$ cat src/rtl/combo_lock_pkg.sv
package combo_lock_pkg;

  localparam int STATE_W = 3;
  localparam int COUNT_W = 2;
  localparam int SEQ_LEN = 3;

  typedef enum logic [STATE_W-1:0] {
    ST_IDLE = 3'b000,
    ST_OK1  = 3'b001,
    ST_OK2  = 3'b010,
    ST_OPEN = 3'b011,
    ST_BAD1 = 3'b100,
    ST_BAD2 = 3'b101
  } lock_state_e;

  typedef enum logic [1:0] {
    SYM_NONE = 2'd0,
    SYM_A    = 2'd1,
    SYM_B    = 2'd2,
    SYM_ODD  = 2'd3
  } key_sym_e;

  localparam key_sym_e CODE_FIRST  = SYM_B;
  localparam key_sym_e CODE_SECOND = SYM_A;
  localparam key_sym_e CODE_THIRD  = SYM_B;

endpackage

$ cat src/rtl/combo_lock_keydec.sv
module combo_lock_keydec
  import combo_lock_pkg::*;
(
  input  logic     key_vld,
  input  logic     key_a,
  input  logic     key_b,
  output key_sym_e sym
);

  always_comb begin
    if (!key_vld)              sym = SYM_NONE;
    else if (key_a && !key_b)  sym = SYM_A;
    else if (!key_a && key_b)  sym = SYM_B;
    else                       sym = SYM_ODD;
  end

endmodule

$ cat src/rtl/combo_lock_next.sv
module combo_lock_next
  import combo_lock_pkg::*;
(
  input  logic [STATE_W-1:0] cur,
  input  key_sym_e           sym,
  output logic [STATE_W-1:0] nxt
);

  logic pressed;
  assign pressed = (sym != SYM_NONE);

  always_comb begin
    nxt = cur;
    case (cur)
      ST_IDLE: if (pressed) nxt = (sym == CODE_FIRST)  ? ST_OK1  : ST_BAD1;
      ST_OK1:  if (pressed) nxt = (sym == CODE_SECOND) ? ST_OK2  : ST_BAD2;
      ST_OK2:  if (pressed) nxt = (sym == CODE_THIRD)  ? ST_OPEN : ST_IDLE;
      ST_OPEN: nxt = ST_IDLE;
      ST_BAD1: if (pressed) nxt = ST_BAD2;
      ST_BAD2: if (pressed) nxt = ST_IDLE;
      default: nxt = ST_IDLE;
    endcase
  end

endmodule

$ cat src/rtl/combo_lock_view.sv
module combo_lock_view
  import combo_lock_pkg::*;
(
  input  logic [STATE_W-1:0] st,
  output logic [COUNT_W-1:0] count,
  output logic               open
);

  always_comb begin
    count = '0;
    open  = 1'b0;
    case (st)
      ST_OK1, ST_BAD1: count = COUNT_W'(1);
      ST_OK2, ST_BAD2: count = COUNT_W'(2);
      ST_OPEN: begin
        count = COUNT_W'(SEQ_LEN);
        open  = 1'b1;
      end
      default: count = '0;
    endcase
  end

endmodule

$ cat src/rtl/combo_lock.sv
module combo_lock
  import combo_lock_pkg::*;
(
  input  logic               clk,
  input  logic               rst,
  input  logic               key_vld,
  input  logic               key_a,
  input  logic               key_b,
  output logic               unlock,
  output logic [COUNT_W-1:0] key_count
);

  key_sym_e           sym;
  logic [STATE_W-1:0] state_q;
  logic [STATE_W-1:0] state_d;
  logic [COUNT_W-1:0] count_d;
  logic               open_d;

  combo_lock_keydec u_keydec (
    .key_vld (key_vld),
    .key_a   (key_a),
    .key_b   (key_b),
    .sym     (sym)
  );

  combo_lock_next u_next (
    .cur (state_q),
    .sym (sym),
    .nxt (state_d)
  );

  combo_lock_view u_view (
    .st    (state_d),
    .count (count_d),
    .open  (open_d)
  );

  always_ff @(posedge clk) begin
    if (rst) begin
      state_q   <= ST_IDLE;
      key_count <= '0;
      unlock    <= 1'b0;
    end else begin
      state_q   <= state_d;
      key_count <= count_d;
      unlock    <= open_d;
    end
  end

  AST_RESET_IDLE: assert property (@(posedge clk)
    rst |=> (key_count == '0) && !unlock);

  AST_STATE_LEGAL: assert property (@(posedge clk) disable iff (rst)
    (state_q != 3'b110) && (state_q != 3'b111));

  AST_HOLD_NO_KEY: assert property (@(posedge clk) disable iff (rst)
    (!key_vld && !unlock) |=> $stable(key_count) && !unlock);

  AST_COUNT_STEP: assert property (@(posedge clk) disable iff (rst)
    (key_vld && (key_count < COUNT_W'(2))) |=>
      (key_count == $past(key_count) + COUNT_W'(1)));

  AST_UNLOCK_ON_B: assert property (@(posedge clk) disable iff (rst)
    $rose(unlock) |-> ($past(key_vld) && $past(key_b) && !$past(key_a)));

  AST_UNLOCK_PULSE: assert property (@(posedge clk) disable iff (rst)
    unlock |=> !unlock && (key_count == '0));

endmodule

$ cat config.mk
export PLATFORM = sky130hd
export DESIGN_NAME = combo_lock
export DESIGN_NICKNAME = d
export VERILOG_FILES = /design/src/rtl/combo_lock_pkg.sv /design/src/rtl/combo_lock_keydec.sv /design/src/rtl/combo_lock_next.sv /design/src/rtl/combo_lock_view.sv /design/src/rtl/combo_lock.sv
export SDC_FILE = /design/constraint.sdc
export NUM_CORES = 1
export LEC_CHECK = 0
export BUFFER_PORTS_ARGS = -buffer_cell sky130_fd_sc_hd__buf_2
export CAP_MARGIN = 40
export CORE_AREA = 2 2 39 41
export DETAILED_ROUTE_END_ITERATION = 8
export DIE_AREA = 0 0 41 43
export PLACE_DENSITY = 0.52
export RECOVER_POWER = 25
export SYNTH_ARGS = -nofsm -noshare
export SYNTH_HDL_FRONTEND = slang
export SYNTH_SLANG_ARGS = --single-unit
$ cat constraint.sdc
create_clock -name clk -period 1.2 [get_ports clk]
set_input_delay 0.24 -clock clk [delete_from_list [all_inputs] [get_ports clk]]
set_output_delay 0.24 -clock clk [all_outputs]
set_load 0.05 [all_outputs]
==> results of run 1 <==
==> state kept, by name, indices dropped and copies added (netlist names) <==
register / count
unlock: 1
state_q: 3
key_count: 2
==> logic make-up after synthesis <==
| group | after synthesis | share of synthesized area, % |
|---|---|---|
| and+or+nand+nor | 9 | 21.15 |
| muxes | 2 | 8.369 |
| DFF | 6 | 42.29 |
| AOI/OAI and AO/OA | 8 | 21.59 |
| buffers and inverters | 5 | 6.609 |
==> metrics by stage <==
| stage | hold WS, ns | TNS, ns | area [µm²] |
|---|---|---|---|
| after floorplan | 0.3050 | -0.004595 | 285.3 |
| after global placement | 0.4262 | -0.3553 | 355.3 |
| after detailed placement | 0.4327 | -0.3781 | 355.3 |
| after CTS | 0.1633 | -0.05514 | 390.4 |
| after global routing | 0.1608 | -0.1864 | 390.4 |
| final | 0.1721 | -0.03841 | 390.4 |
==> repair_timing <==
| action | 4_1_cts | 5_1_grt |
|---|---|---|
| setup buffers | 1 | 0 |
| endpoints found under the setup margin | 2 | 3 |
| pin swaps | 2 | 2 |
| gates resized for setup | 2 | 0 |
==> metal layers <==
| layer | vias to the layer above | part of all wire (%) | GRT usage [%] |
|---|---|---|---|
| met5 | - | 0 | 0 |
| met4 | 0 | 0 | 6.667 |
| met3 | 0 | 5.3 | 1.571 |
| met2 | 9 | 45 | 9.688 |
| met1 | 111 | 50 | 9.585 |
| li1 | 131 | - | - |
==> area by class of cell <==
class	count	area, µm²	share of cell area (%)
flip-flops and latches	6	122.6	31.41
inverters	5	18.77	4.808
multi-input cells	19	148.9	38.14
repair buffers	10	57.56	14.74
well taps	16	20.02	5.128
clock buffers	3	22.52	5.769
==> worst max path at each step <==
| stage | to | slack [ns] | cells past startpoint |
|---|---|---|---|
| 2_1_floorplan | key_count[0] | -0.005 | 4 |
| 3_3_place_gp | key_count[0] | -0.16 | 5 |
| 3_5_place_dp | key_count[0] | -0.16 | 5 |
| 4_1_cts | key_count[0] | -0.03 | 4 |
| 5_1_grt | key_count[0] | -0.08 | 4 |
| 6_report | key_count[0] | -0.03 | 4 |
==> power groups by stage <==
stage | Combinational, W | Clock (W) | Sequential, W
after CTS | 0.000112 | 0.000195 | 0.000222
final | 0.000111 | 0.000184 | 0.000222
after global placement | 0.000104 | 0 | 0.000225
after floorplan | 0.0000493 | 0 | 0.000250
after global routing | 0.000121 | 0.000216 | 0.000224
after detailed placement | 0.000104 | 0 | 0.000224
==> cell usage after synthesis, drive strengths merged <==
master / number / area (µm²)
o31ai: 1 / 7.510
nor2: 2 / 7.510
o211ai: 1 / 7.510
or4: 1 / 11.26
or3b: 1 / 8.760
a21oi: 2 / 10.01
nor2b: 2 / 12.51
nand2b: 2 / 12.51
dfxtp: 6 / 120.1
mux2i: 2 / 23.77
inv: 5 / 18.77
o211a: 1 / 10.01
a32oi: 1 / 16.27
and3: 1 / 7.510
o21ai: 2 / 10.00
==> worst reg2reg max path, cell delays in order (launching register included) <==
cell and delay (ns):
dfxtp_2 0.33, or3b_1 0.12, a21oi_2 0.06, or4_4 0.50, mux2i_2 0.14
==> metrics.md, run 1 <==
| Metric | Value |
|---|---|
| VDD IR max | `roughly 250 µV` |
| WP data arrival | `1.40 ns` |
| Total Power | `0.0005177 W` |
| GRT Util Overall | `around 7.4%` |
| Number of port buffers | `7` |
| DRC viols | `0` |
| H-tree depth | `1` |
| CTS Root Cell | `clkbuf_4` |
| Final worst slack | `-0.02818 ns` |
| Post-DRT Antenna Nets | `0` |
| Ys Warns | `0` |
| Dpl cells | `55` |
| First-pass GRT wire length | `876 µm` |
| Crit path max-delay family | `simple AND/OR/NAND/NOR gates` |
| Max Clk Rate | `0.8142 GHz` |
| Max Cap Viol | `0` |
| Final std cells w/o fill | `59` |
| Status | `finished, violations left` |
| WL per Instance | `9.034 µm` |
| Antenna diode count | `0` |
| Dpl hpwl | `between 400 and 500 µm` |
| First-pass DRT Iterations | `4` |
| Instance count of the mapped netlist | `30` |
| Nature of the critical path startpoint | `flop` |
| Reg2Reg Depth | `4` |
| Violated checks | `setup timing` |
| Max FO, Critical Path | `3` |
| Via count | `251` |
| Worst Tran Pin Value | `0.2966 ns` |
| Reg-to-reg startpoint | `state_q[0]` |
| Clk pin slew, worst setup/hold paths | `0.05 ns` |
| Sequential element share of the synthesized area | `between 40% and 50%` |
| Filler cells | `158` |
| Worst-Skew Late Latency | `~0.24 ns` |
| Hold depth | `2` |
| PwrDens | `1326 nW/µm²` |
| Fin Clk Skew | `0.004768 ns` |
| FF-to-FF setup slack | `-0.03 ns` |
| Initial Util | `just over 20%` |
| Hold Startpoint | `rst` |
| P_int | `approximately 0.00038 W` |
| Initial antenna violation count | `0` |
| Cell Area, Synth | `284.0 µm²` |
| Worst Hold Path EP | `state_q[0]` |
| Seq pwr share | `43.0%` |
| Nature of the critical path endpoint | `flop` |
| DRT Wirelength | `533 µm` |
| CP max-delay cell | `or4_4` |
| Largest net degree at the start of global routing | `7` |
| Slew Viols, Final | `0` |
| Number of nets in the layout | `50` |
| Period minus WS final | `between 1 and 1.5 ns` |
| Dpl ws | `-0.1643 ns` |
| Most common cell after layout, fill and taps aside | `buf_2` |
| Reg2reg end | `key_count[0]` |
| Top-Level Pins | `8` |
| Most frequent cells in the layout | `buf_2 (6), inv_1 (5), dfxtp_1 (4)` |
| Switch Pwr | `about 0.00014 W` |
| Worst EP required | `around 1.4 ns` |
| Cts hold-fix bufs | `0` |
| Slew HR | `about four fifths` |
| Die area | `1763 µm²` |
| Layout cells sized above 1 | `between 40 and 50%` |
| Setup violators final | `2` |
| Post-synthesis register bit count | `6` |
| CTS tree | `yes` |
| Crit Path Class | `flop to flop` |
| Cts bufs inserted | `3` |
| Unrepaired setup endpoints after global routing | `true` |
| Grt ovf | `0` |
| Power share of the clock group | `35.6%` |
| Placer Congestion | `0.7657` |
| Comb pwr share | `21.5%` |
| Via/cell ratio | `4.254` |
| Worst min-delay path class | `input port to flop` |
| LEAKAGE | `0.2009 nW` |
| Die width | `41 µm` |
| Count of cell types in the netlist | `17` |
| Final hold vios | `0` |
| Post-Syn Nets | `35` |
| Clk buf depth | `2` |
| Clock sinks | `6` |
| Final period util | `102.3%` |
| Number of global-route vias before repair | `between 200 and 250` |
| CP cell instances | `or3b_1 > a21oi_2 > or4_4 > mux2i_2` |
| Row cnt | `14` |
| WP buf/inv | `0` |
| CORE AREA | `1384 µm²` |
| Area grow syn2layout | `37.44%` |
| Die Ht | `approximately 43 µm` |
| Largest stage delay on the critical path | `around 0.50 ns` |
| Syn avg cell area | `9.467 µm²` |
| Switch share | `27.52%` |
| DR iter-0 viols | `4` |
| Final Core Density | `between 20 and 30%` |
| CP Launch Point | `state_q[0]` |
Note: power is estimated with default switching activity, not from simulation.
==> run 2, diff against run 1 <==
==> constraint.sdc (replaced) <==
create_clock -name clk -period 1.2 [get_ports clk]
set_input_delay 0.12 -clock clk [delete_from_list [all_inputs] [get_ports clk]]
set_output_delay 0.12 -clock clk [all_outputs]
set_load 0.05 [all_outputs]
==> metrics.md, run 2 (synthesized netlist as in run 1, its figures left out) <==
| Metric | Value |
|---|---|
| H-tree depth | `1` |
| Violated checks | `setup timing` |
| Max Clk Rate | `0.7997 GHz` |
| Fin Clk Skew | `0.004679 ns` |
| Largest net degree at the start of global routing | `7` |
| First-pass DRT Iterations | `3` |
| Switch Pwr | `0.0001444 W` |
| Initial antenna violation count | `0` |
| Worst-Skew Late Latency | `0.24 ns` |
| Setup violators final | `2` |
| Total Power | `0.0005135 W` |
| Clock sinks | `6` |
| Max Cap Viol | `0` |
| Seq pwr share | `a little over two fifths` |
| PwrDens | `~1400 nW/µm²` |
| Crit Path Class | `flop to flop` |
| CORE AREA | `1384 µm²` |
| Initial Util | `20.52%` |
| Dpl hpwl | `454.9 µm` |
| Row cnt | `14` |
| Comb pwr share | `roughly a fifth` |
| VDD IR max | `207.9 µV` |
| Clk pin slew, worst setup/hold paths | `0.05 ns` |
| Period minus WS final | `1.251 ns` |
| Nature of the critical path endpoint | `flop` |
| Clk buf depth | `2` |
| Final period util | `104.2%` |
| DR iter-0 viols | `2` |
| Hold Startpoint | `rst` |
| Via count | `240` |
| Switch share | `28.13%` |
| P_int | `0.0003691 W` |
| Post-DRT Antenna Nets | `0` |
| CTS tree | `yes` |
| Hold_ws | `0.05821 ns` |
| Grt ovf | `0` |
| Max reg flops | `3` |
| Status | `finished, violations left` |
| Metal3 WL | `25 µm` |
| Worst EP required | `1.37 ns` |
| WL per Instance | `approximately 11 µm` |
| Filler cells | `153` |
| Final hold vios | `0` |
| Die width | `41 µm` |
| DRT met1 WL | `324 µm` |
| DRT Wirelength | `611 µm` |
| CTS Root Cell | `clkbuf_4` |
| Sum Neg Setup Slack | `-0.08981 ns` |
| Power share of the clock group | `between 30% and 40%` |
| Via/cell ratio | `between 4 and 5` |
| GRT Util Overall | `7.623%` |
| Final worst slack | `-0.05052 ns` |
| Uppermost layer routed | `met3` |
| Max FO, Critical Path | `4` |
| Biggest regs | `state_q: 3 flops, key_count: 2 flops, unlock: 1 flops` |
| Most common cell after layout, fill and taps aside | `buf_2` |
| Most frequent cells in the layout | `buf_2 (6), inv_1 (5), clkbuf_4 (3), dfxtp_1 (3)` |
| Number of global-route vias before repair | `234` |
| Number of port buffers | `7` |
| Area grow syn2layout | `33.48%` |
| DRC viols | `0` |
| Die Ht | `43 µm` |
| Nature of the critical path startpoint | `flop` |
| Met2 wire len | `262 µm` |
| Unrepaired setup endpoints after global routing | `true` |
| Worst min-delay path class | `input port to flop` |
| Slew Viols, Final | `0` |
| Slew HR | `roughly 78%` |
| Largest reg by FF count | `state_q` |
| CP Launch Point | `state_q[0]` |
| Layout cells sized above 1 | `between 40% and 50%` |
| First-pass GRT wire length | `about 900 µm` |
| Antenna diode count | `0` |
| Number of nets in the layout | `48` |
| WP data arrival | `1.42 ns` |
| Die area | `around 1800 µm²` |
| Placer Congestion | `0.7085` |
| Cts bufs inserted | `3` |
| Top-Level Pins | `8` |
| LEAKAGE | `0.1920 nW` |
| Worst Tran Pin Value | `0.3270 ns` |
| Reg-to-reg startpoint | `state_q[0]` |
-- run 2: stage by stage --
step / std cells / setup WS (ns) / cell area (µm²) / util [%]
floorplan: 30 / 0.01908 / 285.3 / -
global placement: 54 / -0.05235 / 347.8 / 25.14
detailed placement: 54 / -0.05798 / 347.8 / 25.14
CTS: 57 / -0.06371 / 370.4 / 26.76
global route: 57 / -0.08999 / 379.1 / 27.40
finish: 57 / -0.05052 / 379.1 / 27.40
-- run 2: cell type report --
type	count	area, µm²	area share, %
Tap cell	16	20.02	5.281
Multi-Input combinational cell	19	148.9	39.27
Sequential cell	6	126.4	33.33
Inverter	5	18.77	4.950
Clock buffer	3	22.52	5.941
Timing Repair Buffer	8	42.54	11.22
-- run 2: worst max-delay path: stages (launching register included) --
cell	delay (ns)
dfxtp_4	0.36
or3b_1	0.12
a21oi_2	0.06
or4_4	0.50
mux2i_2	0.15
-- run 2: what timing repair did --
action                                  in CTS  in global routing
hold buffers                                 0                  0
pin swaps                                    1                  1
buffers inserted                             0                  0
endpoints found under the setup margin       2                  4
gates resized for setup                      0                  4
gates cloned                                 0                  0
-- run 2: power groups by stage --
stage / clock (W) / combinational (W) / sequential, W
final: 0.000184 / 0.000105 / 0.000224
after global routing: 0.000199 / 0.000113 / 0.000225
after CTS: 0.000193 / 0.000105 / 0.000222
after detailed placement: 0 / 0.000104 / 0.000226
after global placement: 0 / 0.000102 / 0.000227
after floorplan: 0 / 0.0000493 / 0.000250
-- run 2: worst paths after layout --
path,slack (ns),cells after the start,end
worst min-delay path,0.06,2,state_q[0]
worst max-delay path,-0.05,4,key_count[0]
worst min register to register,0.58,2,state_q[2]
worst max register to register,-0.05,4,key_count[0]
-- run 2: routing by layer --
layer / track usage, % / vias up
met5: 0 / -
met4: 8.000 / 0
met3: 0 / 0
met2: 9.375 / 7
met1: 10.90 / 107
li1: - / 126
==> run 3, diff against run 2 <==
--- a/config.mk
+++ b/config.mk
@@ -12,6 +12,7 @@
 export DIE_AREA = 0 0 41 43
 export PLACE_DENSITY = 0.52
 export RECOVER_POWER = 25
+export REMOVE_ABC_BUFFERS = 1
 export SYNTH_ARGS = -nofsm -noshare
 export SYNTH_HDL_FRONTEND = slang
 export SYNTH_SLANG_ARGS = --single-unit
==> metrics.md, run 3 (synthesized netlist as in run 1, its figures left out) <==
| Metric | Value |
|---|---|
| Worst EP required | `1.37 ns` |
| VDD IR max | `388.0 µV` |
| Power share of the clock group | `roughly 37%` |
| Initial antenna violation count | `0` |
| CTS Root Cell | `clkbuf_4` |
| Status | `finished, violations left` |
| DR iter-0 viols | `1` |
| Antenna diode count | `0` |
| Worst min-delay path class | `input port to flop` |
| Max reg flops | `3` |
| Post-DRT Antenna Nets | `0` |
| Period minus WS final | `around 1.2 ns` |
| Initial Util | `20.52%` |
| WL per Instance | `9.982 µm` |
| Unrepaired setup endpoints after global routing | `true` |
| CORE AREA | `1384 µm²` |
| WP data arrival | `~1.4 ns` |
| Clock sinks | `6` |
| Largest net degree at the start of global routing | `7` |
| Clk pin slew, worst setup/hold paths | `0.05 ns` |
| Number of nets in the layout | `47` |
| Die area | `about 1800 µm²` |
| First-pass DRT Iterations | `2` |
| Switch Pwr | `between 0.0001 and 0.00015 W` |
| Via count | `239` |
| Switch share | `28.45%` |
| H-tree depth | `1` |
| Area grow syn2layout | `30.84%` |
| Seq pwr share | `43.6%` |
| Number of port buffers | `7` |
| Final Core Density | `26.85%` |
| CTS tree | `yes` |
| Max Cap Viol | `0` |
| GRT Util Overall | `between 8 and 9%` |
| Dpl ws | `-0.08320 ns` |
| Violated checks | `setup timing` |
| Biggest regs | `state_q: 3 flops, key_count: 2 flops, unlock: 1 flops` |
| Placer Congestion | `0.6841` |
| Cts hold-fix bufs | `0` |
| Cts bufs inserted | `3` |
| Setup Buffers After CTS | `0` |
| Via/cell ratio | `4.268` |
| Die Ht | `~43 µm` |
| Number of global-route vias before repair | `227` |
| Most common cell after layout, fill and taps aside | `buf_2` |
| Max FO, Critical Path | `5` |
| Comb pwr share | `19.8%` |
| Most frequent cells in the layout | `buf_2 (6), inv_1 (5), clkbuf_4 (3), dfxtp_1 (3), dfxtp_2 (3)` |
| Max Clk Rate | `between 0.8 and 0.9 GHz` |
| Final worst slack | `-0.04261 ns` |
| First-pass GRT wire length | `1000 µm` |
| DRT Wirelength | `559 µm` |
| Final std cells w/o fill | `56` |
| Slew Viols, Final | `0` |
| Clk buf depth | `2` |
| Worst Tran Pin Value | `0.3312 ns` |
| PwrDens | `between 1000 and 1500 nW/µm²` |
| Layout cells sized above 1 | `~48%` |
| Final hold vios | `0` |
| Nature of the critical path startpoint | `flop` |
| Crit Path Class | `flop to flop` |
| P_int | `0.0003675 W` |
| Top-Level Pins | `8` |
| Nature of the critical path endpoint | `flop` |
| Setup violators final | `2` |
| DRC viols | `0` |
| Dpl cells | `53` |
| Grt ovf | `0` |
| Final period util | `103.6%` |
| Slew HR | `~78%` |
| LEAKAGE | `0.1860 nW` |
| Row cnt | `14` |
| Fin Clk Skew | `0.002742 ns` |
| Largest reg by FF count | `state_q` |
| Die width | `41 µm` |
| Worst-Skew Late Latency | `0.24 ns` |
==> run 3: cell count changes in the layout (fill, tap and decap cells not counted) <==
cell     before  now
dfxtp_4       1    0
dfxtp_2       2    3
nor2b_2       0    1
nor2b_1       2    1
buf_4         1    0
==> run 3: final cells by class <==
cell class / count / area, µm²
fill: 147 / 1012
multi-input combinational: 19 / 151.4
sequential: 6 / 123.9
timing repair buffer: 7 / 35.03
clock buffer: 3 / 22.52
tap: 16 / 20.02
inverter: 5 / 18.77
==> run 3: final timing paths <==
path,start,to,slack (ns),cells after the start
max reg2reg,state_q[0],key_count[0],-0.04,4
max,state_q[0],key_count[0],-0.04,4
min reg2reg,state_q[1],state_q[2],0.60,2
min,rst,state_q[0],0.07,2
==> run 3: layer usage <==
layer  routed length (µm)  share of wire [%]  global-route usage, %  vias up
met5                    0                  0                      0        -
met2                  214                 38                  10.94       10
met3                   54                9.7                  4.712        0
met4                    0                  0                  4.000        0
li1                     -                  -                      -      126
met1                  290                 52                  11.50      103
==> run 3: worst max-delay path, stage by stage (launching register included) <==
cell	delay (ns)
dfxtp_2	0.34
or3b_1	0.12
a21oi_2	0.06
or4_4	0.49
mux2i_2	0.15
==> run 3: repair_timing <==
action / in CTS / in global routing
setup endpoints to repair: 3 / 5
resized for setup: 3 / 2
pin swaps: 2 / 2
hold endpoints to repair: 0 / 0
==> run 3: power groups by stage <==
stage	clock network [W]	registers [W]	logic, W
global placement	0	0.000226	0.0000980
CTS	0.000197	0.000223	0.000101
detailed placement	0	0.000225	0.0000994
finish	0.000188	0.000224	0.000101
global route	0.000216	0.000225	0.000111
floorplan	0	0.000249	0.0000493
==> run 3: through the flow <==
step           total power [W]  hold slack (ns)  cell area (µm²)   TNS [ns]
6_report             0.0005136          0.06965            371.6   -0.06749
2_1_floorplan        0.0002987           0.1924            284.0  -0.009272
4_1_cts              0.0005220          0.05903            367.9   -0.09107
5_1_grt              0.0005515          0.05836            371.6    -0.2738
3_3_place_gp         0.0003238           0.3229            339.1    -0.1587
3_5_place_dp         0.0003244           0.3256            339.1    -0.1344
